### src/rtl/spi_cfg_writer.sv
module spi_cfg_writer #(
  parameter int   HALF_DIV = 4,
  parameter logic TEST_PAT = 1'b0
) (
  input  logic clk,
  input  logic rst_n,
  input  logic start,
  output logic sclk,
  output logic mosi,
  output logic ce1_n,
  output logic ce2_n,
  output logic busy,
  output logic done
);

  localparam int NENT   = 8;
  localparam int IW     = $clog2(NENT);
  localparam int DW     = $clog2(HALF_DIV + 1);
  localparam int LAST_H = 34;

  function automatic logic [16:0] entry(input logic [IW-1:0] i);
    case (i)
      3'd0:    entry = {1'b0, 1'b0, 7'h00, 8'h80};
      3'd1:    entry = {1'b1, 1'b0, 7'h00, 8'h80};
      3'd2:    entry = {1'b0, 1'b0, 7'h01, 8'h00};
      3'd3:    entry = {1'b1, 1'b0, 7'h01, 8'h00};
      3'd4:    entry = {1'b0, 1'b0, 7'h02, 8'h01};
      3'd5:    entry = {1'b1, 1'b0, 7'h02, 8'h01};
      3'd6:    entry = {1'b0, 1'b0, 7'h03, TEST_PAT, 7'h00};
      default: entry = {1'b1, 1'b0, 7'h03, TEST_PAT, 7'h00};
    endcase
  endfunction

  logic [IW-1:0] idx;
  logic [5:0]    hcnt;
  logic [DW-1:0] div;
  logic          half_tick;
  logic [16:0]   cur;
  logic          in_bits, ce_act;

  assign half_tick = busy && (div == DW'(HALF_DIV - 1));
  assign cur       = entry(idx);
  assign in_bits   = busy && (hcnt <= 6'd31);
  assign ce_act    = busy && (hcnt <= 6'd32);
  assign sclk      = in_bits && hcnt[0];
  assign mosi      = in_bits && cur[4'd15 - hcnt[4:1]];
  assign ce1_n     = !(ce_act && !cur[16]);
  assign ce2_n     = !(ce_act &&  cur[16]);

  always_ff @(posedge clk) begin
    if (!rst_n) begin
      busy <= 1'b0;
      done <= 1'b0;
      idx  <= '0;
      hcnt <= '0;
      div  <= '0;
    end else if (!busy) begin
      if (start) begin
        busy <= 1'b1;
        done <= 1'b0;
        idx  <= '0;
        hcnt <= '0;
        div  <= '0;
      end
    end else begin
      div <= half_tick ? '0 : div + 1'b1;
      if (half_tick) begin
        if (hcnt == 6'(LAST_H)) begin
          hcnt <= '0;
          if (idx == IW'(NENT - 1)) begin
            busy <= 1'b0;
            done <= 1'b1;
          end else begin
            idx <= idx + 1'b1;
          end
        end else begin
          hcnt <= hcnt + 1'b1;
        end
      end
    end
  end

  p_reset_idle_r1: assert property (@(posedge clk) $past(!rst_n) |-> !busy && !done && ce1_n && ce2_n);

  p_one_select_r3: assert property (@(posedge clk) disable iff (!rst_n)
    $countones({~ce1_n, ~ce2_n}) <= 1);

  p_sclk_needs_select_r3: assert property (@(posedge clk) disable iff (!rst_n)
    sclk |-> !(ce1_n && ce2_n));

  p_mosi_hold_high_r4: assert property (@(posedge clk) disable iff (!rst_n)
    (sclk && $past(sclk)) |-> $stable(mosi));

  p_idle_lines_r4: assert property (@(posedge clk) disable iff (!rst_n)
    !busy |-> !sclk && !mosi && ce1_n && ce2_n);

  p_done_on_finish_r8: assert property (@(posedge clk) disable iff (!rst_n)
    $fell(busy) |-> done);

  p_start_ignored_r9: assert property (@(posedge clk) disable iff (!rst_n)
    (busy && start && !half_tick) |=> $stable(idx) && $stable(hcnt));

  p_busy_follows_start_r10: assert property (@(posedge clk) disable iff (!rst_n)
    (!busy && start) |=> busy && !done);

endmodule

### config.mk
export PLATFORM = sky130hd
export DESIGN_NAME = spi_cfg_writer
export DESIGN_NICKNAME = d
export VERILOG_FILES = /design/src/rtl/spi_cfg_writer.sv
export SDC_FILE = /design/constraint.sdc
export NUM_CORES = 1
export LEC_CHECK = 0
export BUFFER_PORTS_ARGS = -buffer_cell sky130_fd_sc_hd__buf_2
export CELL_PAD_IN_SITES_DETAIL_PLACEMENT = 1
export CELL_PAD_IN_SITES_GLOBAL_PLACEMENT = 1
export CORE_UTILIZATION = 45
export CTS_BUF_LIST = sky130_fd_sc_hd__clkbuf_8
export DETAILED_ROUTE_END_ITERATION = 10
export GPL_ROUTABILITY_DRIVEN = 1
export GPL_TIMING_DRIVEN = 0
export PLACE_DENSITY_LB_ADDON = 0.15
export SKIP_LAST_GASP = 1
export SLEW_MARGIN = 5
export SYNTH_ARGS = -nofsm -noshare
export SYNTH_HDL_FRONTEND = slang
export SYNTH_SLANG_ARGS = --single-unit
export TNS_END_PERCENT = 50
### constraint.sdc
create_clock -name clk -period 1.85 [get_ports clk]
set_clock_uncertainty 0.15 [all_clocks]
set_input_delay 0.37 -clock clk [delete_from_list [all_inputs] [get_ports clk]]
set_output_delay 0.37 -clock clk [all_outputs]
set_load 0.05 [all_outputs]
==> metrics.yaml <==
port_buffers: 8
yosysTopAreaCellShare_pct: 30.3
grt_usage_pct: 23.9
final_nets: 141
num_rows: 16
gp_congestion: 0.751
clock_latency_ns: 0.25
multi_input_area_um2: 698
avgSynthCellArea_um2: 8.26
cap_viol_max_count: 0
regToRegEndpoint: "idx[1]$_SDFFE_PN0P_"
p_leak_nw: 0.439
clock_sinks: 14
grt_pass1_wl_um: 3660
power_density_nw_per_um2: 512
ys_seq_area_share_pct: 30.3
fill_cells: 245
die_h_um: 47.3
htreeDepth: 1
synth_seq_cells: 14
syn_inst: 112
hold_slack_ns: 0.297
rrSetupSlack_ns: 0.08
status: "finished, violations left"
hp-class: "reg -> reg"
seq_area_um2: 289
grt_pass1_vias: 860
die_w_um: 47.3
place_hpwl_um: 1710
rsz0062_at_grt: "true"
ys.warnings.count: 0
start_util_pct: 47.6
critPathLaunchType: "register"
drc: 0
routed_wl_um: 2370
synthFlopType: "dfxtp_1"
synth_common_cells: "dfxtp_1, nand2_1, a21oi_1, ha_1, inv_1"
cp-end-kind: "primary output"
finalHoldViolCount: 0
fin_crit_ns: 2.23
vias_per_cell: 5.74
finalSetupViolCount: 4
pin_count: 9
die_area_um2: 2240
dp_slack_ns: -0.291
yosysMostFrequentCell: "dfxtp_1"
core_um2: 1940
fin_crit_sh_pct: 121
grt-ovfl-total: 0
violations: "negative setup slack"
synth-edff-count: 0
wl_per_cell_um: 15.4
ff2ff_path_depth: 5
synth.area.top_cells: "dfxtp_1, ha_1, a21oi_1, nand2_1, nor2b_1"
root_buffer: "clkbuf_8"
slew_violations: 0
postSynth.asyncResetShare_pct: 0
cts_buffer_depth: 2
slew_headroom_pct: 67.3
fmax_mhz: 448
finalSetupTns_ns: -1.05
netlist-cell-type-count: 35
fin_ws_ns: -0.381
cts_hold_buf: 0
tightest_slew_ns: 0.491
drive_above_1_share_pct: 31.5
vdd_drop_max_uv: 361
synth_top_cell_by_area: "dfxtp_1"
endpoint: "mosi"
area_growth_pct: 29.9
drtIter0Drc: 7
final_antenna_net_count: 0
r2r-start: "div[0]$_SDFFE_PN0P_"
crit_chain: "ha_2, nor3_1, a21oi_1, o311ai_1, a22o_2, buf_6"
worstPathArrival_ns: 1.71
antenna_found_initial: 0
tritoncts: "yes"
crit_path_max_fanout: 4
cts-buffers-inserted: 3
synth_area_um2: 925
critical-path-max-stage-delay_ns: 0.36
grt_max_degree: 11
crit_required_ns: 1.33
clkTransAtPathRegs_ns: 0.05
path_class: "reg -> out"
crit_path_start: "idx[0]$_SDFFE_PN0P_"
slowest_stage: "dfxtp_4"
n_antenna_cell: 0
power_mw: 0.615
dr.pass1.iters: 4
vias: 884
syn_nets: 124
[layer usage]
metal / GRT usage (%) / routed length [um]
met1: 27.5 / 1100
met2: 43.6 / 1200
met3: 3.46 / 29
met4: 9.71 / 36
met5: 0 / 0
[cells by family (layout without fill, tap and decap cells)]
kind of cell / Yosys count / after routing / share of synthesized area, %
adder cells (fa/ha/maj): 9 / 9 / 12.2
multiplexers: 1 / 1 / 1.08
flip-flops: 14 / 14 / 30.3
AND/OR/NAND/NOR: 46 / 46 / 30.2
buffers and inverters: 11 / 26 / 4.60
AO/OA/AOI/OAI: 31 / 31 / 21.7
[area by class of cell]
type | count | share of cell area [%]
clock buffers | 3 | 3.44
repair buffers | 12 | 7.40
multi-input cells | 87 | 58.1
well taps | 27 | 2.81
inverters | 7 | 2.81
plain buffers | 4 | 1.35
flip-flops and latches | 14 | 24.1
[repair_timing]
action | CTS | global route
pin swaps | 3 | 0
buffers inserted | 3 | 1
gates cloned | 0 | 0
endpoints found under the setup margin | 6 | 11
gates resized for setup | 12 | 10
[power by group]
group | switching, mW | internal, mW
Clock | 0.106 | 0.144
Combinational | 0.0410 | 0.0177
Sequential | 0.00362 | 0.303
Total | 0.151 | 0.465
[how the worst min path moves through the flow]
stage | startpoint | end | slack (ns) | depth (start not counted)
floorplan | div[2]$_SDFFE_PN0P_ | div[2]$_SDFFE_PN0P_ | 0.29 | 2
global placement | done$_SDFFE_PN0P_ | done$_SDFFE_PN0P_ | 0.28 | 2
detailed placement | done$_SDFFE_PN0P_ | done$_SDFFE_PN0P_ | 0.29 | 2
CTS | rst_n | hcnt[2]$_SDFFE_PN0P_ | 0.30 | 2
global route | rst_n | hcnt[2]$_SDFFE_PN0P_ | 0.30 | 2
finish | done$_SDFFE_PN0P_ | done$_SDFFE_PN0P_ | 0.30 | 2
[critical path: cells and delay by family (launching register included)]
family                   cells  cell delay, ns
buffers and inverters        1            0.15
AND/OR/NAND/NOR              1            0.21
flip-flops                   1            0.36
AO/OA/AOI/OAI                3            0.53
adder cells (fa/ha/maj)      1            0.21
[layout by cell type, fill, tap and decap left out, types with 2 or more instances in the layout]
cell type	count
a211oi_1	2
a21oi_1	6
nand2_1	12
a21oi_2	2
nor2b_1	5
ha_1	3
o21a_1	2
nand3b_1	3
buf_2	6
buf_6	3
buf_4	4
a21boi_0	4
nor3b_1	3
nor2_1	2
clkbuf_1	2
ha_4	2
ha_2	4
clkbuf_8	3
o22ai_1	3
nand4_1	2
nand3_1	4
o21ai_0	4
dfxtp_4	2
nor4_1	2
inv_1	5
dfxtp_1	11
[registers in the layout (all words and copies together) (netlist names)]
name / flops
done: 1
idx: 3
busy: 1
div: 3
hcnt: 6
[per-stage QoR]
stage / area, um^2 / instances / utilization [%]
finish: 1200 / 154 / 61.9
global route: 1200 / 154 / 61.9
CTS: 1160 / 153 / 59.9
floorplan: 997 / 112 / -
global placement: 1070 / 147 / 55.2
detailed placement: 1070 / 147 / 55.2
Note: power is estimated with default switching activity, not from simulation.
